File: src/rtl/tmr_pkg.sv
package tmr_pkg;

  typedef enum logic [1:0] {
    MODE_OFF = 2'd0,
    MODE_PER = 2'd1,
    MODE_ONE = 2'd2
  } tmr_mode_e;

  // Policy bit positions
  localparam int POL_WRAP     = 0;
  localparam int POL_CONT     = 1;
  localparam int POL_QUIET    = 2;
  localparam int POL_DEFER    = 3;
  localparam int POL_ROUNDUP  = 4;
  localparam int POL_DEC_ONLY = 5;
  localparam int POL_BITS     = 6;

  function automatic bit pol_has(logic [POL_BITS-1:0] p, int b);
    return p[b];
  endfunction

endpackage

File: src/rtl/tmr_load_eval.sv
module tmr_load_eval
  import tmr_pkg::*;
#(
  parameter int W = 8,
  parameter logic [POL_BITS-1:0] POLICY = '0
) (
  input  logic [W-1:0] val,
  input  logic [W-1:0] lim,
  input  tmr_mode_e    mode_req,
  output logic [W-1:0] n_count,
  output tmr_mode_e    n_mode,
  output logic         n_trig
);
  localparam bit P_CONT  = pol_has(POLICY, POL_CONT);
  localparam bit P_QUIET = pol_has(POLICY, POL_QUIET);
  localparam bit P_DEFER = pol_has(POLICY, POL_DEFER);
  localparam bit P_DEC   = pol_has(POLICY, POL_DEC_ONLY);

  logic [W-1:0] refill;
  logic         keep_run;

  always_comb begin
    refill   = P_DEFER ? '0 : lim;
    keep_run = (P_CONT && mode_req == MODE_PER && lim == '0)
             || P_QUIET
             || (P_DEFER && mode_req == MODE_PER && lim != '0);
    n_count  = val;
    n_mode   = mode_req;
    n_trig   = 1'b0;
    if (val == '0) begin
      n_trig = !P_QUIET && !P_DEC;
      if (refill != '0) begin
        n_count = refill;
      end else begin
        n_count = '0;
        n_mode  = keep_run ? mode_req : MODE_OFF;
      end
    end
  end
endmodule

File: src/rtl/tmr_tick_eval.sv
module tmr_tick_eval
  import tmr_pkg::*;
#(
  parameter int W = 8,
  parameter logic [POL_BITS-1:0] POLICY = '0
) (
  input  logic [W-1:0] cnt,
  input  logic [W-1:0] lim,
  input  tmr_mode_e    mode_cur,
  input  logic         whold,
  output logic [W-1:0] n_count,
  output tmr_mode_e    n_mode,
  output logic         n_trig,
  output logic         n_whold,
  output logic         n_reload
);
  localparam bit P_WRAP  = pol_has(POLICY, POL_WRAP);
  localparam bit P_CONT  = pol_has(POLICY, POL_CONT);
  localparam bit P_QUIET = pol_has(POLICY, POL_QUIET);
  localparam logic [W-1:0] ONE = W'(1);

  always_comb begin
    n_count  = cnt;
    n_mode   = mode_cur;
    n_trig   = 1'b0;
    n_whold  = 1'b0;
    n_reload = 1'b0;
    if (cnt > ONE) begin
      n_count = cnt - ONE;
    end else if (mode_cur == MODE_ONE) begin
      n_count = '0;
      n_mode  = MODE_OFF;
      n_trig  = 1'b1;
    end else if (cnt == ONE && P_WRAP && lim != '0) begin
      n_count = '0;
      n_whold = 1'b1;
    end else begin
      n_trig   = (cnt == ONE) || whold || P_QUIET || (lim == '0);
      n_count  = lim;
      n_reload = 1'b1;
      if (lim == '0 && !P_CONT) n_mode = MODE_OFF;
    end
  end
endmodule

File: src/rtl/tmr_readback.sv
module tmr_readback
  import tmr_pkg::*;
#(
  parameter int W = 8,
  parameter logic [POL_BITS-1:0] POLICY = '0
) (
  input  logic [W-1:0] cnt,
  input  logic         run,
  input  logic         fresh,
  output logic [W:0]   rd
);
  localparam bit P_RUP = pol_has(POLICY, POL_ROUNDUP);

  always_comb begin
    rd = {1'b0, cnt};
    if (P_RUP && run && !fresh) rd = {1'b0, cnt} + (W+1)'(1);
  end
endmodule

File: src/rtl/cdt_timer.sv
module cdt_timer
  import tmr_pkg::*;
#(
  parameter int W = 8,
  parameter logic [POL_BITS-1:0] POLICY = '0
) (
  input  logic         clk,
  input  logic         rst_n,
  input  logic         tick,
  input  logic         start,
  input  logic         start_oneshot,
  input  logic         stop,
  input  logic         cnt_wr,
  input  logic [W-1:0] cnt_wdata,
  input  logic         lim_wr,
  input  logic [W-1:0] lim_wdata,
  input  logic         lim_reload,
  output logic [W-1:0] count,
  output logic [W:0]   rd_count,
  output logic [1:0]   mode,
  output logic         trigger
);
  localparam bit P_QUIET = pol_has(POLICY, POL_QUIET);
  localparam bit P_DEC   = pol_has(POLICY, POL_DEC_ONLY);

  generate
    if (P_QUIET && P_DEC) begin : g_bad_policy
      $error("cdt_timer: quiet-load and decrement-only policies cannot be combined");
    end
  endgenerate

  logic [W-1:0] count_q, lim_q;
  tmr_mode_e    mode_q;
  logic         trig_q, whold_q, fresh_q;

  logic [W-1:0] count_n, lim_n, wr_val;
  tmr_mode_e    mode_n, mode_req;
  logic         trig_n, whold_n, fresh_n;

  // named events
  logic         running, wr_any, do_load, do_tick;

  logic [W-1:0] le_count, te_count;
  tmr_mode_e    le_mode, te_mode;
  logic         le_trig, te_trig, te_whold, te_reload;

  assign running  = (mode_q != MODE_OFF);
  assign lim_n    = lim_wr ? lim_wdata : lim_q;
  assign wr_any   = cnt_wr || (lim_wr && lim_reload);
  assign wr_val   = cnt_wr ? cnt_wdata : lim_wdata;
  assign mode_req = start ? (start_oneshot ? MODE_ONE : MODE_PER) : mode_q;
  assign do_load  = !stop && ((wr_any && running) || (start && !running));
  assign do_tick  = !stop && !wr_any && !do_load && tick && running;

  tmr_load_eval #(.W(W), .POLICY(POLICY)) u_load (
    .val      (wr_any ? wr_val : count_q),
    .lim      (lim_n),
    .mode_req (mode_req),
    .n_count  (le_count),
    .n_mode   (le_mode),
    .n_trig   (le_trig)
  );

  tmr_tick_eval #(.W(W), .POLICY(POLICY)) u_tick (
    .cnt      (count_q),
    .lim      (lim_n),
    .mode_cur (mode_req),
    .whold    (whold_q),
    .n_count  (te_count),
    .n_mode   (te_mode),
    .n_trig   (te_trig),
    .n_whold  (te_whold),
    .n_reload (te_reload)
  );

  always_comb begin
    count_n = count_q;
    mode_n  = mode_req;
    trig_n  = 1'b0;
    whold_n = whold_q;
    fresh_n = 1'b0;
    if (stop) begin
      mode_n  = MODE_OFF;
      whold_n = 1'b0;
      if (wr_any) count_n = wr_val;
    end else if (do_load) begin
      count_n = le_count;
      mode_n  = le_mode;
      trig_n  = le_trig;
      whold_n = 1'b0;
      fresh_n = 1'b1;
    end else if (wr_any) begin
      count_n = wr_val;
    end else if (do_tick) begin
      count_n = te_count;
      mode_n  = te_mode;
      trig_n  = te_trig;
      whold_n = te_whold;
      fresh_n = te_reload;
    end
  end

  always_ff @(posedge clk) begin
    if (!rst_n) begin
      count_q <= '0;
      lim_q   <= '0;
      mode_q  <= MODE_OFF;
      trig_q  <= 1'b0;
      whold_q <= 1'b0;
      fresh_q <= 1'b0;
    end else begin
      count_q <= count_n;
      lim_q   <= lim_n;
      mode_q  <= mode_n;
      trig_q  <= trig_n;
      whold_q <= whold_n;
      fresh_q <= fresh_n;
    end
  end

  tmr_readback #(.W(W), .POLICY(POLICY)) u_rd (
    .cnt   (count_q),
    .run   (running),
    .fresh (fresh_q),
    .rd    (rd_count)
  );

  assign count   = count_q;
  assign mode    = mode_q;
  assign trigger = trig_q;

  // ---------------- assertions ----------------
  logic quiet_in;
  assign quiet_in = !stop && !start && !wr_any;

  a_r1_mode_legal: assert property (@(posedge clk) disable iff (!rst_n)
    mode != 2'd3);

  a_r2_decrement: assert property (@(posedge clk) disable iff (!rst_n)
    (quiet_in && tick && running && count > W'(1)) |=> (count == W'($past(count) - W'(1))));

  a_r3_oneshot_end: assert property (@(posedge clk) disable iff (!rst_n)
    (quiet_in && tick && mode == 2'd2 && count == W'(1))
      |=> (mode == 2'd0 && trigger && count == '0));

  a_r10_stop_off: assert property (@(posedge clk) disable iff (!rst_n)
    stop |=> (mode == 2'd0));

  a_r10_stop_keeps: assert property (@(posedge clk) disable iff (!rst_n)
    (stop && !wr_any) |=> $stable(count));

  a_r11_restart_keeps: assert property (@(posedge clk) disable iff (!rst_n)
    (start && running && !stop && !wr_any && !tick) |=> $stable(count));

  a_r12_limit_only: assert property (@(posedge clk) disable iff (!rst_n)
    (lim_wr && !lim_reload && !cnt_wr && !stop && !start && !tick) |=> $stable(count));

  generate
    if (P_DEC) begin : g_dec_chk
      a_r8_no_load_trig: assert property (@(posedge clk) disable iff (!rst_n)
        do_load |=> !trigger);
    end
  endgenerate
endmodule

File: config.mk
export PLATFORM = sky130hd
export DESIGN_NAME = cdt_timer
export DESIGN_NICKNAME = d
export VERILOG_FILES = /design/src/rtl/tmr_pkg.sv /design/src/rtl/tmr_load_eval.sv /design/src/rtl/tmr_tick_eval.sv /design/src/rtl/tmr_readback.sv /design/src/rtl/cdt_timer.sv
export SDC_FILE = /design/constraint.sdc
export NUM_CORES = 1
export LEC_CHECK = 0
export BUFFER_PORTS_ARGS = -buffer_cell sky130_fd_sc_hd__buf_2
export CORE_MARGIN = 1
export CORE_UTILIZATION = 48
export DETAILED_ROUTE_END_ITERATION = 8
export PLACE_DENSITY = 0.85
export SLEW_MARGIN = 20
export SYNTH_ARGS = -nofsm -noshare
export SYNTH_HDL_FRONTEND = slang
export SYNTH_SLANG_ARGS = --single-unit
File: constraint.sdc
create_clock -name clk -period 1.64 [get_ports clk]
set_input_delay 0.328 -clock clk [delete_from_list [all_inputs] [get_ports clk]]
set_output_delay 0.328 -clock clk [all_outputs]
set_load 0.005 [all_outputs]
==> impl_table.tex <==
\begin{tabular}{lr}
\hline
Metric & Value \\
\hline
\multicolumn{2}{l}{\textbf{Outcome}} \\
\quad Outcome & finished with violations \\
\quad Violations in the final reports & negative setup slack \\
\multicolumn{2}{l}{\textbf{Cells and area}} \\
\quad Number of nets in the final layout & between 300 and 400 \\
\quad Non-filler instance count after layout & 343 \\
\quad Multi-input combinational cell area & 1313 µm² \\
\quad Filler Cells Inserted & 225 \\
\quad Total area of sequential cells & 400.4 µm² \\
\quad Fraction of layout cells with a size suffix above 1 & 54.21\% \\
\quad Number of diodes added for antenna fixing & 0 \\
\quad Utilization after layout & 77.65\% \\
\quad Area growth from synthesis to layout & 54.09\% \\
\multicolumn{2}{l}{\textbf{CTS}} \\
\quad Number of CTS-inserted buffers & 3 \\
\quad Clock root buffer master & sky130\_fd\_sc\_hd\_\_clkbuf\_4 \\
\quad Clock tree from TritonCTS & done \\
\quad Longest Clk Path Bufs & 2 \\
\quad Clock transition time at the flip-flop clock pins of the worst setup and hold paths & 0.14 ns \\
\quad Latest clock arrival within the worst-skew pair & 0.31 ns \\
\quad H-tree levels & 1 \\
\quad Hold-fix buffers, CTS & 0 \\
\quad Sinks on the clock net & 19 \\
\multicolumn{2}{l}{\textbf{Die}} \\
\quad Floorplan die area & approximately 3700 µm² \\
\quad Initial cell density of the core & 50.39\% \\
\quad Core ar. & 3337 µm² \\
\quad Die Width & 61.19 µm \\
\quad Standard-cell row count & 21 \\
\quad Total I/O pin count & 45 \\
\quad Die height & 61.19 µm \\
\multicolumn{2}{l}{\textbf{Timing}} \\
\quad Final-report max-slew violation count & 0 \\
\quad RSZ-0062 raised after global routing & true \\
\quad Final worst path period need & between 1.5 and 2 ns \\
\quad Final hold violation count & 0 \\
\quad Worst hold-check slack & roughly 0.36 ns \\
\quad Portion of the clock cycle consumed by the worst path in the final layout & 107.7\% \\
\quad Peak Freq & roughly 0.57 GHz \\
\quad Total of endpoints with negative setup slack in the final report & 11 \\
\quad Final setup skew & roughly 0.011 ns \\
\quad Setup slack after layout & -0.1262 ns \\
\quad Total negative slack for setup checks & -0.6872 ns \\
\multicolumn{2}{l}{\textbf{Route}} \\
\quad Via density & about 6.4 \\
\quad Drt drc & 0 \\
\quad First-pass detailed-route iteration total & 5 \\
\quad Post-detailed-route count of antenna-violating nets & 0 \\
\quad Number of DRC markers in iteration 0 & 184 \\
\quad Number of vias after detailed routing & between 2000 and 2500 \\
\quad Detailed Route WL & 6897 µm \\
\quad Mean routed wirelength per cell & 20.11 µm \\
\multicolumn{2}{l}{\textbf{Worst setup path}} \\
\quad Longest individual stage delay on the worst path & 0.50 ns \\
\quad Element type at the critical path start & register \\
\quad Crit path cell chain & or4\_4 -> o31ai\_4 -> and2\_4 -> nand3\_4 -> a31oi\_1 -> o21a\_1 \\
\quad Data arrival at the endpoint of the critical path & 2.03 ns \\
\quad Type of the worst setup path & reg2reg \\
\quad Crit path capture type & register \\
\quad Required time worst endpoint & $\sim$1.9 ns \\
\quad Max FO, Critical Path & 5 \\
\quad Critical-path cell with the highest stage delay & sky130\_fd\_sc\_hd\_\_or4\_4 \\
\multicolumn{2}{l}{\textbf{Placement}} \\
\quad Final GP Congestion & 0.9972 \\
\quad Placement Setup Slack & -0.3216 ns \\
\quad Number of instances in the placed design & 333 \\
\quad Number of buffers inserted by port buffering & between 40 and 50 \\
\quad Dpl hpwl & approximately 4400 µm \\
\multicolumn{2}{l}{\textbf{Power}} \\
\quad Power Internal & 1.051 mW \\
\quad Cell Pwr Density & between 600 and 700 nW/µm² \\
\quad Peak supply drop & roughly 0.42 mV \\
\quad Proportion of power drawn by combinational gates & 52.6\% \\
\quad Share of power burned in registers & 31.5\% \\
\quad Switching component of the power & 0.6478 mW \\
\quad LEAKAGE & about 1.2 nW \\
\quad Portion of total power attributed to the clock network & 15.8\% \\
\quad Switching share of total power & a little under two fifths \\
\multicolumn{2}{l}{\textbf{Logic synthesis}} \\
\quad Post-synthesis instance area & $\sim$1700 µm² \\
\quad Cell types with the highest counts after synthesis & sky130\_fd\_sc\_hd\_\_dfxtp\_1 (19), sky130\_fd\_sc\_hd\_\_nand2\_1 (12), sky130\_fd\_sc\_hd\_\_buf\_4 (11), sky130\_fd\_sc\_hd\_\_nor2\_1 (11) \\
\quad Syn Nets & 226 \\
\quad Number of storage elements in the synthesis netlist & 19 \\
\quad Most instantiated flip-flop cell in the synthesis netlist & sky130\_fd\_sc\_hd\_\_dfxtp\_1 \\
\quad Cell type with the largest total area after synthesis & sky130\_fd\_sc\_hd\_\_dfxtp\_1 \\
\quad Sequential fraction of the synthesis area & 22.62\% \\
\quad Count of different cell masters after synthesis & 62 \\
\quad Mapped Cells & 199 \\
\quad Library cell with the highest instance count after synthesis & sky130\_fd\_sc\_hd\_\_dfxtp\_1 \\
\quad Async set-reset flop share out of synthesis & 0\% \\
\quad Post-synth EDFFs & 0 \\
\quad Synthesized area per cell & 8.450 µm² \\
\quad Dominant cells by area after synthesis & sky130\_fd\_sc\_hd\_\_dfxtp\_1 (23\%), sky130\_fd\_sc\_hd\_\_buf\_4 (4.9\%), sky130\_fd\_sc\_hd\_\_mux2i\_1 (4.8\%) \\
\quad Post-synth top area share & 22.62\% \\
\quad Syn. warnings & 0 \\
\multicolumn{2}{l}{\textbf{GRT}} \\
\quad Largest net degree at the start of global routing & 18 \\
\quad Gr ovfl total & 0 \\
\quad Initial antenna violation count & 0 \\
\quad Layer carrying the most global-route usage & met2 \\
\quad GR Util met1 & about two fifths \\
\quad Met2 routing resource usage after global routing & 56.99\% \\
\quad Total global-route track usage & 33.07\% \\
\quad Number of global-route vias before repair & 1873 \\
\quad Met3 track utilization from global routing & 5.882\% \\
\quad Wire length of the first global-routing pass & 8970 µm \\
\multicolumn{2}{l}{\textbf{Hold path}} \\
\quad Worst min-delay path class & in2reg \\
\multicolumn{2}{l}{\textbf{Flow run}} \\
\quad Max-cap violations & 0 \\
\hline
\end{tabular}
## sequential cells by signal, summed over array words and instances (netlist names)
| signal | flops |
|---|---|
| trigger | 1 |
| mode | 2 |
| lim_q | 8 |
| count | 8 |
## repair_timing
item / CTS / global route
endpoints found under the setup margin: 11 / 11
setup buffers: 2 / 3
resized for setup: 22 / 15
pin swaps: 7 / 6
cloned: 1 / 0
## worst max-delay path, delay by kind of cell (launching register included)
kind	cells	cell delay, ns
simple gates	3	0.84
compound gates	3	0.50
flops	1	0.38
## path summary, 6_finish.rpt
path / startpoint / to / slack [ns] / cells after the start
setup / recovery: mode[0] / trigger / -0.13 / 6
hold / removal: lim_wdata[3] / lim_q[3] / 0.36 / 3
setup reg to reg: mode[0] / trigger / -0.13 / 6
hold reg to reg: lim_q[3] / lim_q[3] / 0.57 / 2
## metal layers
layer	wire length [µm]	part of all wire, %
met5	0	0
met4	393	5.7
met3	687	10
met2	3287	48
met1	2528	37
## power groups by stage
stage / combinational, mW / clock (mW) / sequential [mW]
6_report: 0.894 / 0.269 / 0.536
5_1_grt: 0.942 / 0.279 / 0.540
3_5_place_dp: 0.745 / 0 / 0.538
2_1_floorplan: 0.391 / 0 / 0.547
3_3_place_gp: 0.726 / 0 / 0.536
4_1_cts: 0.807 / 0.257 / 0.532
## cell type report
class                           count  area share (%)
Clock buffer                        4           1.014
Inverter                            5          0.7243
Multi-Input combinational cell    158           50.65
Sequential cell                    19           15.45
Tap cell                           46           2.221
Timing Repair Buffer              111           29.94
## metrics by stage
step	total power [mW]	area [µm²]
2_1_floorplan	0.9377	1697
3_3_place_gp	1.262	2360
3_5_place_dp	1.283	2360
4_1_cts	1.597	2505
5_1_grt	1.761	2591
6_report	1.699	2591
## cells by family after synthesis
family | Yosys count | synth area share [%]
buffers and inverters | 23 | 9.003
AND/OR/NAND/NOR | 74 | 28.42
other | 1 | 0.2230
AO/OA/AOI/OAI | 67 | 30.73
flip-flops | 19 | 22.62
multiplexers | 9 | 5.432
adder cells (fa/ha/maj) | 2 | 1.488
XOR/XNOR | 4 | 2.083
## layout by cell type, fill, tap and decap left out, drive strengths merged, types with 4 or more instances in the layout
cell    Yosys  routed
a21boi      4       4
a21oi       5       5
and2        4       4
and3        5       5
buf        15     111
clkbuf      3       4
dfxtp      19      19
inv         5       5
mux2i       8       8
nand2      12      12
nand3       4       4
nand4b      4       5
nor2       11      11
nor2b      10      10
nor3        8       8
o211a       5       5
o21a        6       6
o21ai      15      15
o22ai       4       4
xnor2       4       4
Power figures use the tool's default switching activity.
